===== src/rtl/fci_pkg.sv =====
// Shared definitions for the flash command interface: command codes,
// read modes, decoded command kinds and status bit positions.
package fci_pkg;

    localparam logic [7:0] CMD_RD_ARRAY  = 8'hFF;
    localparam logic [7:0] CMD_RD_IDENT  = 8'h90;
    localparam logic [7:0] CMD_RD_QUERY  = 8'h98;
    localparam logic [7:0] CMD_RD_STATUS = 8'h70;
    localparam logic [7:0] CMD_CLR_STAT  = 8'h50;
    localparam logic [7:0] CMD_PROG      = 8'h40;
    localparam logic [7:0] CMD_PROG_ALT  = 8'h10;

    localparam int SR_READY = 7;
    localparam int SR_SEQ   = 5;
    localparam int SR_PRG   = 4;
    localparam int SR_VPP   = 3;
    localparam int SR_LOCK  = 1;

    typedef enum logic [1:0] {
        M_ARRAY,
        M_IDENT,
        M_QUERY,
        M_STATUS
    } rd_mode_e;

    typedef enum logic [2:0] {
        K_ARRAY,
        K_IDENT,
        K_QUERY,
        K_STATUS,
        K_CLEAR,
        K_SETUP,
        K_BAD
    } cmd_kind_e;

endpackage


===== src/rtl/fci_cmd_decode.sv =====
// Command decoder: classifies the low byte of a command write.
// Assumes it is only consulted for writes that are not program data.
module fci_cmd_decode
    import fci_pkg::*;
(
    input  logic [7:0] code_i,
    output cmd_kind_e  kind_o
);

    // Map the command byte to its kind; unknown codes become K_BAD.
    always_comb begin
        unique case (code_i)
            CMD_RD_ARRAY:            kind_o = K_ARRAY;
            CMD_RD_IDENT:            kind_o = K_IDENT;
            CMD_RD_QUERY:            kind_o = K_QUERY;
            CMD_RD_STATUS:           kind_o = K_STATUS;
            CMD_CLR_STAT:            kind_o = K_CLEAR;
            CMD_PROG, CMD_PROG_ALT:  kind_o = K_SETUP;
            default:                 kind_o = K_BAD;
        endcase
    end

endmodule


===== src/rtl/fci_busy_timer.sv =====
// Busy timer: stands in for the internal write engine. A start pulse
// keeps busy high for BUSY_CYCLES clocks; done pulses in the last one.
// Assumes start is never raised while busy.
module fci_busy_timer #(
    parameter int BUSY_CYCLES = 8
) (
    input  logic clk,
    input  logic rst_n,
    input  logic start_i,
    output logic busy_o,
    output logic done_o
);

    localparam int CNT_W = $clog2(BUSY_CYCLES + 1);

    logic [CNT_W-1:0] cnt_q;

    assign done_o = busy_o && (cnt_q == CNT_W'(1));

    // Load on start, count down while busy, drop busy on the last count.
    always_ff @(posedge clk) begin
        if (!rst_n) begin
            cnt_q  <= '0;
            busy_o <= 1'b0;
        end else if (start_i) begin
            cnt_q  <= CNT_W'(BUSY_CYCLES);
            busy_o <= 1'b1;
        end else if (busy_o) begin
            cnt_q  <= cnt_q - CNT_W'(1);
            busy_o <= !done_o;
        end
    end

    // the top must never restart a running program
    p_start_idle_r6: assert property (@(posedge clk) disable iff (!rst_n)
        start_i |-> !busy_o);

endmodule


===== src/rtl/fci_status.sv =====
// Status register: sticky error flags plus a ready flag taken from the
// busy timer. Set requests win over a clear in the same cycle.
module fci_status
    import fci_pkg::*;
(
    input  logic       clk,
    input  logic       rst_n,
    input  logic       busy_i,
    input  logic       clr_i,
    input  logic       set_vpp_i,
    input  logic       set_lock_i,
    input  logic       set_seq_i,
    output logic [7:0] sr_o
);

    logic seq_q, prg_q, vpp_q, lock_q;

    // Hold each error flag until a clear command arrives.
    always_ff @(posedge clk) begin
        if (!rst_n) begin
            seq_q  <= 1'b0;
            prg_q  <= 1'b0;
            vpp_q  <= 1'b0;
            lock_q <= 1'b0;
        end else begin
            if (clr_i) begin
                seq_q  <= 1'b0;
                prg_q  <= 1'b0;
                vpp_q  <= 1'b0;
                lock_q <= 1'b0;
            end
            if (set_seq_i)                          seq_q  <= 1'b1;
            if (set_vpp_i)                          vpp_q  <= 1'b1;
            if (set_lock_i)                         lock_q <= 1'b1;
            if (set_seq_i || set_vpp_i || set_lock_i) prg_q <= 1'b1;
        end
    end

    // Assemble the status byte.
    always_comb begin
        sr_o           = '0;
        sr_o[SR_READY] = !busy_i;
        sr_o[SR_SEQ]   = seq_q;
        sr_o[SR_PRG]   = prg_q;
        sr_o[SR_VPP]   = vpp_q;
        sr_o[SR_LOCK]  = lock_q;
    end

    // a voltage refusal shows both flags on the next cycle
    p_vpp_pair_r7: assert property (@(posedge clk) disable iff (!rst_n)
        set_vpp_i |=> (sr_o[SR_PRG] && sr_o[SR_VPP]));

    // a lock refusal shows both flags on the next cycle
    p_lock_pair_r8: assert property (@(posedge clk) disable iff (!rst_n)
        set_lock_i |=> (sr_o[SR_PRG] && sr_o[SR_LOCK]));

    // the program error flag only falls through a clear
    p_err_sticky_r10: assert property (@(posedge clk) disable iff (!rst_n)
        (prg_q && !clr_i) |=> prg_q);

endmodule


===== src/rtl/fci_array.sv =====
// Word array: erased to all ones on reset, asynchronous read, and a
// write port that can only clear bits (stores old AND new).
module fci_array #(
    parameter int ADDR_W = 6,
    parameter int DATA_W = 16
) (
    input  logic              clk,
    input  logic              rst_n,
    input  logic [ADDR_W-1:0] rd_addr_i,
    output logic [DATA_W-1:0] rd_data_o,
    input  logic              wr_en_i,
    input  logic [ADDR_W-1:0] wr_addr_i,
    input  logic [DATA_W-1:0] wr_data_i
);

    localparam int DEPTH = 1 << ADDR_W;

    logic [DATA_W-1:0] mem_q [DEPTH];
    logic [DATA_W-1:0] old_word;

    assign rd_data_o = mem_q[rd_addr_i];
    assign old_word  = mem_q[wr_addr_i];

    // Erase on reset; otherwise clear the bits that the write data holds at 0.
    always_ff @(posedge clk) begin
        if (!rst_n) begin
            for (int i = 0; i < DEPTH; i++) mem_q[i] <= '1;
        end else if (wr_en_i) begin
            mem_q[wr_addr_i] <= old_word & wr_data_i;
        end
    end

    // a write never turns a 0 bit into a 1
    p_only_clear_r9: assert property (@(posedge clk) disable iff (!rst_n)
        wr_en_i |=> ((mem_q[$past(wr_addr_i)] & ~$past(old_word)) == '0));

endmodule


===== src/rtl/fci_read_mux.sv =====
// Read data selection for the current read mode: array word,
// identifier words, a short query table or the status byte.
module fci_read_mux
    import fci_pkg::*;
#(
    parameter int          ADDR_W = 6,
    parameter logic [15:0] MFG_ID = 16'h0089,
    parameter logic [15:0] DEV_ID = 16'h0017
) (
    input  rd_mode_e          mode_i,
    input  logic [ADDR_W-1:0] addr_i,
    input  logic [15:0]       array_i,
    input  logic [7:0]        sr_i,
    output logic [15:0]       data_o
);

    // Pick the word the host sees for this mode and address.
    always_comb begin
        data_o = '0;
        unique case (mode_i)
            M_ARRAY:  data_o = array_i;
            M_IDENT: begin
                if (addr_i == ADDR_W'(0))      data_o = MFG_ID;
                else if (addr_i == ADDR_W'(1)) data_o = DEV_ID;
            end
            M_QUERY: begin
                if (addr_i == ADDR_W'(16))      data_o = 16'h0051;
                else if (addr_i == ADDR_W'(17)) data_o = 16'h0052;
                else if (addr_i == ADDR_W'(18)) data_o = 16'h0059;
            end
            M_STATUS: data_o = {8'h00, sr_i};
            default:  data_o = '0;
        endcase
    end

endmodule


===== src/rtl/flash_cmd_if.sv =====
// Flash command interface top. Samples the host bus on the device clock,
// takes a write on the first clock where write enable is seen high after
// low while selected, runs the command / program sequencing and drives
// read data. Assumes the host holds address and data across that clock.
module flash_cmd_if
    import fci_pkg::*;
#(
    parameter int ADDR_W      = 6,
    parameter int BLK_W       = 2,
    parameter int BUSY_CYCLES = 8
) (
    input  logic                clk,
    input  logic                rst_n,
    input  logic [2:0]          ce_i,
    input  logic                oe_n_i,
    input  logic                we_n_i,
    input  logic [ADDR_W-1:0]   addr_i,
    input  logic [15:0]         data_i,
    output logic [15:0]         data_o,
    output logic                data_oe_o,
    input  logic                vpp_ok_i,
    input  logic [(1<<BLK_W)-1:0] blk_lock_i,
    output logic                sts_busy_o
);

    logic             sel;
    logic             we_q;
    logic             wr_evt;
    logic             setup_q;
    rd_mode_e         mode_q;
    cmd_kind_e        kind;
    logic             busy, done;
    logic             prog_start, vpp_err, lock_err, seq_err, clr_req;
    logic [ADDR_W-1:0] pa_q;
    logic [15:0]      pd_q;
    logic [15:0]      array_rd;
    logic [7:0]       sr;
    logic [BLK_W-1:0] blk_idx;

    assign sel       = &ce_i;
    assign wr_evt    = sel && we_n_i && !we_q && !busy;
    assign data_oe_o = sel && !oe_n_i && we_n_i;
    assign blk_idx   = addr_i[ADDR_W-1 -: BLK_W];
    assign sts_busy_o = busy;

    // Remember the previous write-enable level to find its rising edge.
    always_ff @(posedge clk) begin
        if (!rst_n) we_q <= 1'b1;
        else        we_q <= we_n_i;
    end

    fci_cmd_decode u_dec (
        .code_i (data_i[7:0]),
        .kind_o (kind)
    );

    // Classify the current write into program, refusal or command events.
    always_comb begin
        prog_start = 1'b0;
        vpp_err    = 1'b0;
        lock_err   = 1'b0;
        seq_err    = 1'b0;
        clr_req    = 1'b0;
        if (wr_evt) begin
            if (setup_q) begin
                if (!vpp_ok_i)               vpp_err    = 1'b1;
                else if (blk_lock_i[blk_idx]) lock_err   = 1'b1;
                else                         prog_start = 1'b1;
            end else begin
                seq_err = (kind == K_BAD);
                clr_req = (kind == K_CLEAR);
            end
        end
    end

    // Track the read mode and whether the next write is program data.
    always_ff @(posedge clk) begin
        if (!rst_n) begin
            mode_q  <= M_ARRAY;
            setup_q <= 1'b0;
        end else if (wr_evt) begin
            if (setup_q) begin
                setup_q <= 1'b0;
                mode_q  <= M_STATUS;
            end else begin
                unique case (kind)
                    K_ARRAY:  mode_q <= M_ARRAY;
                    K_IDENT:  mode_q <= M_IDENT;
                    K_QUERY:  mode_q <= M_QUERY;
                    K_STATUS: mode_q <= M_STATUS;
                    K_CLEAR:  mode_q <= mode_q;
                    K_SETUP: begin
                        setup_q <= 1'b1;
                        mode_q  <= M_STATUS;
                    end
                    default:  mode_q <= M_STATUS;
                endcase
            end
        end
    end

    // Capture the program target when a program is accepted.
    always_ff @(posedge clk) begin
        if (!rst_n) begin
            pa_q <= '0;
            pd_q <= '1;
        end else if (prog_start) begin
            pa_q <= addr_i;
            pd_q <= data_i;
        end
    end

    fci_busy_timer #(.BUSY_CYCLES(BUSY_CYCLES)) u_tmr (
        .clk     (clk),
        .rst_n   (rst_n),
        .start_i (prog_start),
        .busy_o  (busy),
        .done_o  (done)
    );

    fci_status u_sr (
        .clk        (clk),
        .rst_n      (rst_n),
        .busy_i     (busy),
        .clr_i      (clr_req),
        .set_vpp_i  (vpp_err),
        .set_lock_i (lock_err),
        .set_seq_i  (seq_err),
        .sr_o       (sr)
    );

    fci_array #(.ADDR_W(ADDR_W), .DATA_W(16)) u_arr (
        .clk       (clk),
        .rst_n     (rst_n),
        .rd_addr_i (addr_i),
        .rd_data_o (array_rd),
        .wr_en_i   (done),
        .wr_addr_i (pa_q),
        .wr_data_i (pd_q)
    );

    fci_read_mux #(.ADDR_W(ADDR_W)) u_mux (
        .mode_i  (mode_q),
        .addr_i  (addr_i),
        .array_i (array_rd),
        .sr_i    (sr),
        .data_o  (data_o)
    );

    // the first cycle after reset is in array-read mode
    p_reset_mode_r1: assert property (@(posedge clk) disable iff (!rst_n)
        !$past(rst_n) |-> (mode_q == M_ARRAY && !busy));

    // while the timer runs the status byte reports not ready
    p_busy_not_ready_r6: assert property (@(posedge clk) disable iff (!rst_n)
        busy |-> !sr[SR_READY]);

    // a locked-block refusal never starts the timer
    p_lock_no_busy_r8: assert property (@(posedge clk) disable iff (!rst_n)
        lock_err |=> !busy);

    // a program write always leaves reads in status mode
    p_status_after_prog_r5: assert property (@(posedge clk) disable iff (!rst_n)
        prog_start |=> (mode_q == M_STATUS));

endmodule


===== config.mk =====
export PLATFORM = sky130hd
export DESIGN_NAME = flash_cmd_if
export DESIGN_NICKNAME = d
export VERILOG_FILES = /design/src/rtl/fci_pkg.sv /design/src/rtl/fci_cmd_decode.sv /design/src/rtl/fci_busy_timer.sv /design/src/rtl/fci_status.sv /design/src/rtl/fci_array.sv /design/src/rtl/fci_read_mux.sv /design/src/rtl/flash_cmd_if.sv
export SDC_FILE = /design/constraint.sdc
export NUM_CORES = 2
export LEC_CHECK = 0
export ABC_CLOCK_PERIOD_IN_PS = 6150
export BUFFER_PORTS_ARGS = -buffer_cell sky130_fd_sc_hd__buf_2
export CAP_MARGIN = 15
export CELL_PAD_IN_SITES_DETAIL_PLACEMENT = 1
export CELL_PAD_IN_SITES_GLOBAL_PLACEMENT = 1
export CORE_MARGIN = 10
export CORE_UTILIZATION = 45
export CTS_BUF_LIST = sky130_fd_sc_hd__clkbuf_16
export DETAILED_ROUTE_END_ITERATION = 6
export PLACE_DENSITY_LB_ADDON = 0.08
export SLEW_MARGIN = 20
export SYNTH_ARGS = -nofsm -noshare
export SYNTH_HDL_FRONTEND = slang
export SYNTH_SLANG_ARGS = --single-unit

===== constraint.sdc =====
create_clock -name clk -period 6.15 [get_ports clk]
set_input_delay 0.9225 -clock clk [delete_from_list [all_inputs] [get_ports clk]]
set_output_delay 0.9225 -clock clk [all_outputs]
set_load 0.01 [all_outputs]

=== Word-level counts from Yosys, hierarchy flattened ===
Memory sizes are Yosys's and may differ from the RTL's. A register that Yosys moved wholly into a read port is not among the register bits.
Index checks and enable logic that the tools add are counted.

* Add/subtract/negate cells: 1
* Order comparisons: 1
* Eq/ne operators: 21
* Mux-type cells: 46
* Bitwise logic cells: 2
* Reduce and logical (&&, ||, !) cells: 25

{| class="wikitable"
|+ Operators with widths
! operator !! count
|-
| 16-bit 2-to-1 mux || 4
|-
| 16-bit one-hot mux with 4 select lines || 1
|-
| 1-bit 2-to-1 mux || 30
|-
| 8-bit by 7-bit == test with 1-bit output, second input constant || 3
|-
| 8-bit == test, second input constant || 3
|-
| 6-bit by 5-bit == test with 1-bit output, second input constant || 3
|-
| 6-bit 2-to-1 mux || 3
|-
| 3-bit one-hot mux with 6 select lines || 1
|-
| 16-bit AND || 1
|-
| 16-bit OR reduction || 1
|-
| 2-bit nonzero test || 5
|-
| 3-bit == test, second input constant || 3
|-
| 8-bit by 5-bit == test with 1-bit output, second input constant || 1
|-
| 4-bit 2-to-1 mux || 2
|-
| 2-bit one-hot mux with 4 select lines || 1
|-
| 7-bit 2-to-1 mux || 1
|-
| 6-bit by 1-bit == test with 1-bit output, second input constant || 1
|-
| 1-bit logical AND || 6
|-
| 6-bit zero test || 1
|-
| 5-bit 2-to-1 mux || 1
|-
| 2-bit == test, second input constant || 2
|-
| 4-bit by 1-bit == test with 1-bit output, second input constant || 1
|-
| 1-bit zero test || 4
|-
| 2-bit OR reduction || 2
|-
| 14 further kinds || 15
|}

* Flip-flop bits (word level): 35
* Memory bits (writable): 1024
* Input bits: 34
* Output and inout port bits: 18
* Logic and storage cells: 109
* Memories kept: 1

{| class="wikitable"
|+ Memories
! name !! depth !! bits a word !! rd ports !! clocked after Yosys merged registers in !! write ports !! line !! source
|-
| u_arr.mem_q || 64 || 16 || 2 || 1 || 64 || fci_array.sv:18 || <nowiki>logic [DATA_W-1:0] mem_q [DEPTH];</nowiki>
|}

=== Logic depth before layout (Yosys ltp) ===
* Word-level depth: 9
* Gate-level depth with buffers: 13

=== Modules after synthesis ===
From an unflattened synthesis, not the netlist that was laid out.

* Cells, all modules: 4246
* Area total of the unflattened synthesis: 54424.7 um^2

{| class="wikitable"
|+ Modules (own cells, without submodules)
! module !! instances !! cells an instance !! area each (um^2) !! sequential area each (um^2)
|-
| fci_array || 1 || 4031 || 52466.6 || 30749.5
|-
| flash_cmd_if || 1 || 101 || 1074.8 || 520.5
|-
| fci_read_mux || 1 || 49 || 307.8 || 0.0
|-
| fci_busy_timer || 1 || 24 || 245.2 || 100.1
|-
| fci_status || 1 || 21 || 206.4 || 80.1
|-
| fci_cmd_decode || 1 || 20 || 123.9 || 0.0
|}

=== Worst setup path after synthesis ===
OpenSTA, ideal clock, no wires.

* Path type: input to output
* Start point: in addr_i[1]
* End point: out data_o[10]
* Arrival: 3054 ps
* Data required time: 5227 ps
* Path slack: 2173 ps
* Stages on the path: 7
* Cells stage by stage: buf_2 clkbuf_1 buf_2 mux4_2 mux4_2 a31oi_1 o31ai_1

* Cells in the longest elaborated chain, start to end: 3

{| class="wikitable"
|+ RTL lines
! item !! line !! source
|-
| from (decl) || flash_cmd_if.sv:17 || <nowiki>input logic [ADDR_W-1:0] addr_i,</nowiki>
|-
| branches (longest 2 deep; another with memory read 64 x 16 bit) || n/a ||
|-
| 16-bit one-hot mux with 4 select lines * || fci_read_mux.sv:20 || <nowiki>unique case (mode_i)</nowiki>
|-
| to (decl) || flash_cmd_if.sv:19 || <nowiki>output logic [15:0] data_o,</nowiki>
|}

Every way passes the cells marked *.

=== Final worst setup path ===
* Start point: in addr_i[3]
* End point: out data_o[1]

* Cells in the longest elaborated chain, start to end: 4

{| class="wikitable"
|+ RTL lines
! item !! line
|-
| branches (longest 3 deep; another with memory read 64 x 16 bit) || n/a
|-
| 16-bit one-hot mux with 4 select lines * || fci_read_mux.sv:20
|}

Marks and branches as above.

==> results.ini <==
[outcome]
status=finished, final reports clean

[timing]
worst_pin_slew_ns=1.21
finalSetupViolCount=0
fin_skew_ns=0.0420
fin_crit_ns=5.60
tns_ns=0
hold_viol=0
max_freq_ghz=0.178
finalMaxSlewViolations=0
rsz0062_at_grt=false
slew-limit-headroom_pct=19.4
period_share_pct=91.1

[place]
gp_congestion=0.935
port_buffers=51
dp_hpwl_um=148000

[logic_synthesis]
yosys.area_share.simple_pct=10.1
synth_compound_area_share_pct=4.58
muxShareOfSynthArea_pct=24.0
synthAdderAreaFrac_pct=0.0451
yosysUniqueCellTypes=64
yosys_warnings=0
syn_inst=3921
ys_seq_area_share_pct=56.9
yosys.area.top_type=edfxtp_1
syn_area_per_cell_um2=14.1
yosys-top-cells-area=edfxtp_1 55%, mux4_2 19%, nand2_1 7.4%
synth_top_family_by_area=multiplexers
synth_ff_type=edfxtp_1
synth.net_count=3957
synth_edf_count=1024
synth.cell_area_um2=55500
yosysMostFrequentCell=nand2_1
synth_common_cells=1,098 x nand2_1, 1,024 x edfxtp_1, 477 x mux4_2, 191 x clkbuf_1, 184 x mux2i_1
synth_top_area_share_pct=55.4
ys_ff_latch=1065
synth_xor_area_share_pct=0.0474
synthArstFlopShare_pct=0

[finish]
multiInputGateArea_um2=21900
regArea_um2=31600
area_delta_synth_final_pct=10.9
drive_gt1_share_pct=28.1
nets=3940
nFillCells=11822

[clock_tree]
clock_path_buffers=3
post_cts_buffers=0
clk_latency_ns=0.77
cts-buffers-inserted=119
root_buffer=clkbuf_16
cts_sinks=1065
path_clk_slew_ns=0.06
cts_resized=0
cts_max_level=3
cts_tree=yes
cts-hold-fix-buffers=0

[global_routing]
grt_max_degree=79
grt_pass1_wl_um=311000
overflow=0
grt_pass1_vias=38727
antenna_found_initial=13
grt_usage_pct=32.1

[detailed_routing]
drt_pass1_iterations=5
remaining_drc_errors=0
num_vias=38360
final_antenna_net_count=0
wl_um=222000
wl_per_cell_um=39.4
drt-initial-drc-count=5442
vias_per_cell=6.81

[floorplan]
core_region_area_um2=122000
dieArea_um2=138000
start_util_pct=45.4
dieHeight_um=371
pin_count=52
die_x_um=371
rows=128

[power]
leakage_nw=17.1
peakVddDrop_mv=0.247
power.density_nw_per_um2=266
total_power_w=0.0164

[setup_path]
endpoint_kind=output pin
critical_path_class=in2out
worstPathArrival_ns=4.68
crit_required_ns=5.23
start_kind=primary input
cp_max_fo=29
ff2ff_setup_slack_ns=1.42
startpoint=addr_i[3]

[min_path]
min_path_type=in2reg
min_from=we_n_i

[run]
maxCapViolations=0

## cell usage in the layout (no fill, tap or decap), types with 36 or more instances in the layout
master / instances
nor2_1: 55
a22oi_1: 44
clkinv_1: 36
mux4_2: 477
clkbuf_16: 120
buf_4: 189
dfxtp_1: 38
nor2b_1: 49
mux2_2: 65
nor2_2: 41
mux2i_1: 184
nand2_1: 1097
edfxtp_1: 1024
buf_2: 47
o21ai_2: 63
## layout make-up
type	instances	share of cell area (%)
Clock buffer	120	4.88
Timing Repair Buffer	265	3.61
Sequential cell	1065	51.3
Antenna cell	4	0.0163
Clock inverter	103	1.18
Tap cell	1625	3.30
Multi-Input combinational cell	2446	35.6
Inverter	7	0.0427
## power by group
| part | total, W | internal [W] | switching, W |
|---|---|---|---|
| registers | 0.00829 | 0.00816 | 0.000137 |
| logic | 0.00112 | 0.000420 | 0.000701 |
| clock network | 0.00695 | 0.00386 | 0.00309 |
| total | 0.0164 | 0.0124 | 0.00393 |
## state kept, by name (all words and copies together) (netlist names), 2 cells and up, named ones only
| register | cells |
|---|---|
| pa_q | 6 |
| pd_q | 16 |
| mode_q | 2 |
| u_arr.mem_q | 1024 |
| u_tmr.cnt_q | 4 |
## worst max-delay path, cell delays in order
cell and delay [ns]:
buf_2 0.78, buf_4 0.60, nor2b_1 0.72, a22oi_1 0.13, a21boi_0 0.87, nor3_1 0.15
a21oi_1 0.24, buf_2 0.18
## worst paths after layout
check / end / cells past startpoint
worst max-delay path: data_o[1] / 8
worst min-delay path: we_q$_SDFF_PN1_ / 2
worst max register to register: u_arr.mem_q[24][12]$_SDFFCE_PN1P_ / 8
worst min register to register: u_sr.seq_q$_SDFFE_PN0P_ / 2
## cells by family after synthesis
| logic type | count (synthesis) |
|---|---|
| AO/OA/AOI/OAI | 349 |
| XOR/XNOR | 3 |
| adder cells (fa/ha/maj) | 2 |
| buffers and inverters | 410 |
| flip-flops | 1065 |
| multiplexers | 726 |
| AND/OR/NAND/NOR | 1366 |
## through the flow
stage | hold slack, ns | std cells | setup slack (ns) | util [%] | instance area [um2]
2_1_floorplan | 0.443 | 3921 | 2.17 | - | 55500
3_3_place_gp | 0.477 | 5408 | 0.696 | 47.3 | 57800
3_5_place_dp | 0.490 | 5408 | 0.756 | 47.3 | 57800
4_1_cts | 0.341 | 5631 | 0.764 | 50.4 | 61500
5_1_grt | 0.368 | 5634 | 0.558 | 50.4 | 61500
6_report | 0.373 | 5635 | 0.548 | 50.4 | 61500
## layer usage
metal,track usage [%],up-vias,routed length (um)
met5,0,-,28
met4,13.2,4,9950
li1,-,14997,-
met1,44.3,20493,87000
met2,48.3,2450,100000
met3,8.08,416,25300
Power figures use the tool's default switching activity.
